**config.mk**
```make
export PLATFORM = sky130hd
export DESIGN_NAME = pwr_mgr
export DESIGN_NICKNAME = d
export VERILOG_FILES = /design/src/rtl/pwr_pkg.sv /design/src/rtl/pwr_req_sel.sv /design/src/rtl/pwr_wake_timer.sv /design/src/rtl/pwr_seq.sv /design/src/rtl/pwr_mgr.sv
export SDC_FILE = /design/constraint.sdc
export NUM_CORES = 1
export LEC_CHECK = 0
export BUFFER_PORTS_ARGS = -buffer_cell sky130_fd_sc_hd__clkbuf_2
export CORE_UTILIZATION = 53
export CTS_CLUSTER_SIZE = 12
export DETAILED_ROUTE_END_ITERATION = 8
export GPL_TIMING_DRIVEN = 0
export PLACE_DENSITY = 0.87
export SLEW_MARGIN = 20
export SYNTH_ARGS = -nofsm -noshare
export SYNTH_HDL_FRONTEND = slang
export SYNTH_SLANG_ARGS = --single-unit
```
**constraint.sdc**
```tcl
create_clock -name clk -period 2.4 [get_ports clk]
set_input_delay 0 -clock clk [delete_from_list [all_inputs] [get_ports clk]]
set_output_delay 0 -clock clk [all_outputs]
set_load 0.02 [all_outputs]
```
**src/rtl/pwr_pkg.sv**
```systemverilog
package pwr_pkg;

  typedef enum logic [1:0] {
    ST_RUN   = 2'b00,
    ST_NAP   = 2'b01,
    ST_SLEEP = 2'b10,
    ST_WAKE  = 2'b11
  } pstate_t;

  // Strap sense: bit 1 = floating, bit 0 = pin driven high.
  function automatic pstate_t strap_to_req(input logic [1:0] lvl);
    if (lvl[1])      return ST_NAP;
    else if (lvl[0]) return ST_RUN;
    else             return ST_SLEEP;
  endfunction

  // Register field: unused code maps to normal operation.
  function automatic pstate_t reg_to_req(input logic [1:0] code);
    case (code)
      2'b01:   return ST_NAP;
      2'b10:   return ST_SLEEP;
      default: return ST_RUN;
    endcase
  endfunction

endpackage

```
**src/rtl/pwr_req_sel.sv**
```systemverilog
module pwr_req_sel
  import pwr_pkg::*;
(
  input  logic       clk,
  input  logic       rst,
  input  logic [1:0] strap_lvl,
  input  logic       ovr_en,
  input  logic [1:0] ovr_mode,
  output pstate_t    req_o
);

  logic reg_ctl_q;
  logic use_reg;

  // Once the register path is enabled it keeps control until reset.
  always_ff @(posedge clk) begin
    if (rst) reg_ctl_q <= 1'b0;
    else     reg_ctl_q <= reg_ctl_q | ovr_en;
  end

  assign use_reg = reg_ctl_q | ovr_en;

  always_comb begin
    if (use_reg) req_o = reg_to_req(ovr_mode);
    else         req_o = strap_to_req(strap_lvl);
  end

endmodule

```
**src/rtl/pwr_wake_timer.sv**
```systemverilog
module pwr_wake_timer #(
  parameter int unsigned CNT_W    = 8,
  parameter int unsigned INIT_VAL = 1
) (
  input  logic             clk,
  input  logic             rst,
  input  logic             load_i,
  input  logic [CNT_W-1:0] load_val_i,
  output logic             done_o
);

  logic [CNT_W-1:0] cnt_q;

  always_ff @(posedge clk) begin
    if (rst)               cnt_q <= CNT_W'(INIT_VAL);
    else if (load_i)       cnt_q <= load_val_i;
    else if (cnt_q != '0)  cnt_q <= cnt_q - 1'b1;
  end

  assign done_o = (cnt_q == '0);

endmodule

```
**src/rtl/pwr_seq.sv**
```systemverilog
module pwr_seq
  import pwr_pkg::*;
#(
  parameter int unsigned NAP_CYC    = 4,
  parameter int unsigned SLP_CYC    = 16,
  parameter int unsigned RELOCK_CYC = 8,
  parameter int unsigned CNT_W      = 8
) (
  input  logic             clk,
  input  logic             rst,
  input  pstate_t          req_i,
  input  logic             clk_act_i,
  input  logic             done_i,
  output logic             load_o,
  output logic [CNT_W-1:0] load_val_o,
  output pstate_t          state_o,
  output logic             out_en_o,
  output logic             ready_o
);

  localparam logic [CNT_W-1:0] NAP_LD = CNT_W'(NAP_CYC - 1);
  localparam logic [CNT_W-1:0] SLP_LD = CNT_W'(SLP_CYC - 1);
  localparam logic [CNT_W-1:0] RLK_LD = CNT_W'(RELOCK_CYC);

  pstate_t state_q, state_d;
  logic    stop_q, deep_q;
  logic    resting, stop_seen, deep_seen;

  assign resting   = (state_q == ST_NAP) || (state_q == ST_SLEEP);
  assign stop_seen = stop_q | (resting & ~clk_act_i);
  assign deep_seen = deep_q | (state_q == ST_SLEEP);

  always_comb begin
    state_d = state_q;
    load_o  = 1'b0;
    case (state_q)
      ST_RUN: begin
        if (req_i != ST_RUN) state_d = req_i;
      end
      ST_NAP, ST_SLEEP: begin
        if (req_i == ST_RUN) begin
          state_d = ST_WAKE;
          load_o  = 1'b1;
        end else begin
          state_d = req_i;
        end
      end
      default: begin
        if (req_i != ST_RUN) state_d = req_i;
        else if (done_i)     state_d = ST_RUN;
      end
    endcase
  end

  always_comb begin
    load_val_o = deep_seen ? SLP_LD : NAP_LD;
    if (stop_seen) load_val_o = load_val_o + RLK_LD;
  end

  always_ff @(posedge clk) begin
    if (rst) begin
      state_q  <= ST_WAKE;
      stop_q   <= 1'b0;
      deep_q   <= 1'b0;
      out_en_o <= 1'b0;
      ready_o  <= 1'b0;
    end else begin
      state_q  <= state_d;
      stop_q   <= (state_d == ST_RUN) ? 1'b0 : stop_seen;
      deep_q   <= (state_d == ST_RUN) ? 1'b0 : deep_seen;
      out_en_o <= (state_d == ST_RUN);
      ready_o  <= (state_d == ST_RUN);
    end
  end

  assign state_o = state_q;

endmodule

```
**src/rtl/pwr_mgr.sv**
```systemverilog
module pwr_mgr #(
  parameter int unsigned NAP_CYC    = 250,
  parameter int unsigned SLP_CYC    = 250000,
  parameter int unsigned RELOCK_CYC = 13000
) (
  input  logic       clk,
  input  logic       rst,
  input  logic [1:0] strap_lvl,
  input  logic       ovr_en,
  input  logic [1:0] ovr_mode,
  input  logic       clk_act,
  output logic       out_en,
  output logic       ready,
  output logic [1:0] pwr_state
);

  import pwr_pkg::*;

  localparam int unsigned CNT_W = $clog2(SLP_CYC + RELOCK_CYC + 1);

  pstate_t          req;
  pstate_t          state;
  logic             tmr_load;
  logic             tmr_done;
  logic [CNT_W-1:0] tmr_val;

  pwr_req_sel u_sel (
    .clk       (clk),
    .rst       (rst),
    .strap_lvl (strap_lvl),
    .ovr_en    (ovr_en),
    .ovr_mode  (ovr_mode),
    .req_o     (req)
  );

  pwr_wake_timer #(
    .CNT_W    (CNT_W),
    .INIT_VAL (NAP_CYC - 1)
  ) u_tmr (
    .clk        (clk),
    .rst        (rst),
    .load_i     (tmr_load),
    .load_val_i (tmr_val),
    .done_o     (tmr_done)
  );

  pwr_seq #(
    .NAP_CYC    (NAP_CYC),
    .SLP_CYC    (SLP_CYC),
    .RELOCK_CYC (RELOCK_CYC),
    .CNT_W      (CNT_W)
  ) u_seq (
    .clk        (clk),
    .rst        (rst),
    .req_i      (req),
    .clk_act_i  (clk_act),
    .done_i     (tmr_done),
    .load_o     (tmr_load),
    .load_val_o (tmr_val),
    .state_o    (state),
    .out_en_o   (out_en),
    .ready_o    (ready)
  );

  assign pwr_state = state;

endmodule

```
Yosys cells after proc, flatten, opt, wreduce, memory -nomap -nowiden. Cells that the tools add are included.

Bitwise gates (word level): 5. Add/sub/neg operators: 2. Equality and inequality tests: 4. Mux-type cells: 15. Reduce and logical (&&, ||, !) cells: 10.

Operators by type and width (count): 2-to-1 mux 19 bit (3); adder 19 x 14 -> 19 bit (second input constant) (1); logical NOT 19 bit (1); nonzero test 19 bit (1); subtractor 19 x 1 -> 19 bit (second input constant) (1); 2-to-1 mux 18 bit (1); 2-to-1 mux 2 bit (7); case mux 2 bit (2 select lines) (2); logical NOT 2 bit (3); == test 2 x 1 -> 1 bit (second input constant) (2); == test 2 bit (second input constant) (2); nonzero test 2 bit (2); OR reduction 2 bit (2); bitwise OR 1 bit (3); 2-to-1 mux 1 bit (2); bitwise AND 1 bit (1); logical OR 1 bit (1); NOT 1 bit (1).

Bits in registers: 25. Output and inout port bits: 4. Logic and storage cells: 42.

Logic depth before layout (Yosys ltp).
Word-level depth: 8. Depth in mapped cells: 8. Mapped depth without buffers: 7.

By module. Synthesis repeated with hierarchy kept, for this count alone.

Cells, all modules: 195. Area total of the unflattened synthesis: 1581.5 µm².

Modules (own cells, without submodules): pwr_wake_timer (cells each 134, times used 1, area each 1071.0 µm²); pwr_seq (cells each 53, times used 1, area each 446.7 µm²); pwr_req_sel (cells each 8, times used 1, area each 63.8 µm²).

Worst setup path after synthesis. No wires, ideal clock.

Path type: register to register. Start: register u_tmr.cnt_q[0]. End: register u_tmr.cnt_q[6]. Setup slack: 0.090 ns. Arrival: 2.183 ns. Data required time: 2.273 ns. Stages on the path, launching flop included: 9. Buffers on the path: 1. Library setup time: 0.127 ns. Path through: dfxtp_1 -> inv_1 -> ha_1 -> or4b_1 -> or4_1 -> clkbuf_1 -> nor2_4 -> nor3_1 -> or3_1.

Cells in the longest elaborated chain, start to end: 3. Elaborated cells on any way between the ends: 5. Classes of those cells: add/sub: 1; mux: 2; reduce/logical: 2.

Ends and longest elaborated chain: from (decl) (line pwr_wake_timer.sv:12) `logic [CNT_W-1:0] cnt_q;`; from (signal assigned) (line pwr_wake_timer.sv:15) `if (rst) cnt_q <= CNT_W'(INIT_VAL);`; from (signal assigned) (line pwr_wake_timer.sv:16) `else if (load_i) cnt_q <= load_val_i;`; from (signal assigned) (line pwr_wake_timer.sv:17) `else if (cnt_q != '0) cnt_q <= cnt_q - 1'b1;`; subtractor 19 x 1 -> 19 bit (line pwr_wake_timer.sv:17); 2-to-1 mux 19 bit (line pwr_wake_timer.sv:17); 2-to-1 mux 19 bit (line pwr_wake_timer.sv:16).

Parallel ways exist; a longest one is shown, timed or not. The select of a mux whose other input is x is not followed. A chain may end at the register's enable or synchronous reset.

Worst setup path in the final report.
Start: register u_tmr.cnt_q[0]. End: register u_tmr.cnt_q[18].

The elaborated chain is that of the path after synthesis.

==> out/summary.txt <==
status: complete, no violations
num ports: 12
Fin Clk Skew: 0.00339 ns
total grt overflow: 0
fraction of registers with async set/reset: 0
Clock Sinks: 25
largest area contributor in the netlist: dfxtp_1
Post-synth EDFFs: 0
DP Wirelength: 2.47 mm
crit path max fanout: 5
top_reg_cell synth: dfxtp_1
Die Ht: 56.3 microns
die width: 56.3 microns
mean post-synth cell area: 8.83 sq um
first-pass GRT wire length: 5.84 mm
worst setup path class: flip-flop to flip-flop
Place WS: -0.147 ns
Mapped Area: 1560 sq um
Final Critical Period: 2.34 ns
fin crit share: 0.975
non-filler cells, final: 224
Syn Nets: 196
initial antenna violation count: 0
Worst Hold Slack: 0.00976 ns
gpl congestion: 0.867
leakage: 0.697 nW
critical path arrival: 2.55 ns
# port buffers: 11
crit end category: flip-flop
core area: 2780 sq um
Hold Path Class: input port to flip-flop
H-tree depth: 1
Synth cell types: 47
Routed WL: 3.58 mm
WL/cell: 16.0 microns
Post-DRT Antenna Nets: 0
Cell Area, Placed: 1660 sq um
Pwr Total: 2.00 mW
Hold Crit Start: rst
share of the synthesized area in the top cell type: 0.320
Total GRT Usage: 0.234
R2R Path Start: u_tmr.cnt_q[0]
Final nets: 213
share of layout cells above drive strength 1: 0.233
Synth top cells by count: dfxtp_1 (25), nor2_1 (13), ha_1 (11), o21ai_0 (10)
TritonCTS buffer count: 3
Worst-Margin Slew: 0.692 ns
Root Driver: clkbuf_4
fillers: 226
Worst Setup SP: u_tmr.cnt_q[0]
CTS tree: done
worst vdd ir: 923 uV
maxcap violations: 0
Syn Inst Count: 177
critical path launch point type: flip-flop
Worst-path clk slew: 0.15 ns
Seq. cell area: 504 sq um
# setup viols final: 0
Final Max Tran Viols: 0
Pre-antenna DRT Iters: 4
Power per Cell Area: 1130 nW/um^2
yosys warns: 0
largest net degree at the start of global routing: 15
Die Footprint: 3170 sq um
DRT iter0 DRCs: 36
CP required: 2.61 ns
most numerous cell in the Yosys netlist: dfxtp_1
multi-input combinational cell area: 1050 sq um
row cnt: 19
sequential area share after synthesis: 0.320
Max clock buf depth: 2
relative slew slack: 0.534
DRC: 0
area growth from synthesis to layout: 13.0%
f_max: 0.427 GHz
setup TNS: 0 ns
Seq cells post-synth: 25
vias per inst: 6.13
routed vias: 1374
Skew-Pair Late Insertion Delay: 0.33 ns
number of global-route vias before repair: 1307
Initial Utilization: 0.562
n_diodes: 0
post-layout util: 0.635
synth top area cells: dfxtp_1 (32%), ha_1 (8.8%), xnor2_1 (5.0%), or4_1 (4.3%), nand2b_1 (3.2%)
placed insts: 219
cell area after layout: 1770 sq um
Final WS setup: 0.0600 ns
final hold vios: 0
-- flip-flops by register name (all words and copies together), names as in the netlist --
register	count
u_tmr.cnt_q	19
u_sel.reg_ctl_q	1
u_seq.out_en_o	1
u_seq.stop_q	1
u_seq.state_o	2
u_seq.deep_q	1
-- critical path, cell delays in order (launching register included) --
cell	delay (ns)
dfxtp_2	0.35
inv_2	0.08
ha_2	0.18
or4b_4	0.47
or3_4	0.42
buf_4	0.17
o31a_1	0.27
nor3_1	0.20
a2111oi_1	0.09
-- area by class of cell --
cell class,instances,share of cell area
Multi-Input combinational cell,135,0.594
Sequential cell,25,0.286
Timing Repair Buffer,15,0.0496
Tap cell,31,0.0220
Inverter,8,0.0170
Buffer,6,0.0163
Clock buffer,3,0.0128
Clock inverter,1,0.00283
-- report_power, final --
part / total, mW / leakage (nW) / switching, mW / internal, mW
clock: 0.199 / 0.0177 / 0.137 / 0.0626
sequential: 0.728 / 0.205 / 0.164 / 0.564
combinational: 1.07 / 0.474 / 0.637 / 0.431
-- per-layer routing --
metal	vias to the layer above	wire length [microns]	global-route usage	share of wire
li1	686	-	-	-
met1	651	1650	0.316	0.46
met2	27	1730	0.374	0.48
met3	10	127	0.0461	0.035
met4	0	72	0.0801	0.020
met5	-	0	0	0
-- cell usage in the layout, fill, tap and decap left out, types with 4 or more instances in the layout --
cell,netlist,routed
nor3_1,7,7
or4_4,1,4
or2_2,4,4
xnor2_1,9,9
a21oi_1,6,5
xor2_1,5,5
buf_4,1,4
ha_1,11,10
o21ai_0,10,10
nor2_1,13,13
dfxtp_1,25,22
inv_1,8,6
nand2b_1,8,8
or4_1,9,6
clkbuf_2,0,11
a211oi_1,4,4
-- kinds of logic after synthesis --
family	Yosys count	share of synthesized area
buffers and inverters	17	0.0440
AOI/OAI and AO/OA	44	0.206
adders and majority gates	11	0.0881
xor gates and xnor gates	14	0.0785
and+or+nand+nor	65	0.256
DFF	25	0.320
muxes	1	0.00721
-- path summary, 6_finish.rpt --
kind / endpoint / slack, ns / cells past startpoint
hold / removal: u_tmr.cnt_q[12] / 0.01 / 3
hold reg to reg: u_tmr.cnt_q[9] / 0.56 / 2
setup / recovery: u_tmr.cnt_q[18] / 0.06 / 8
setup reg to reg: u_tmr.cnt_q[18] / 0.06 / 8
-- repair_timing --
action,4_1_cts,5_1_grt
hold buffers,1,0
setup buffers,1,2
endpoints found under the hold margin,1,0
gates resized for setup,4,14
endpoints found under the setup margin,11,11
pin swaps,3,5
(Power assumes the default switching activity.)
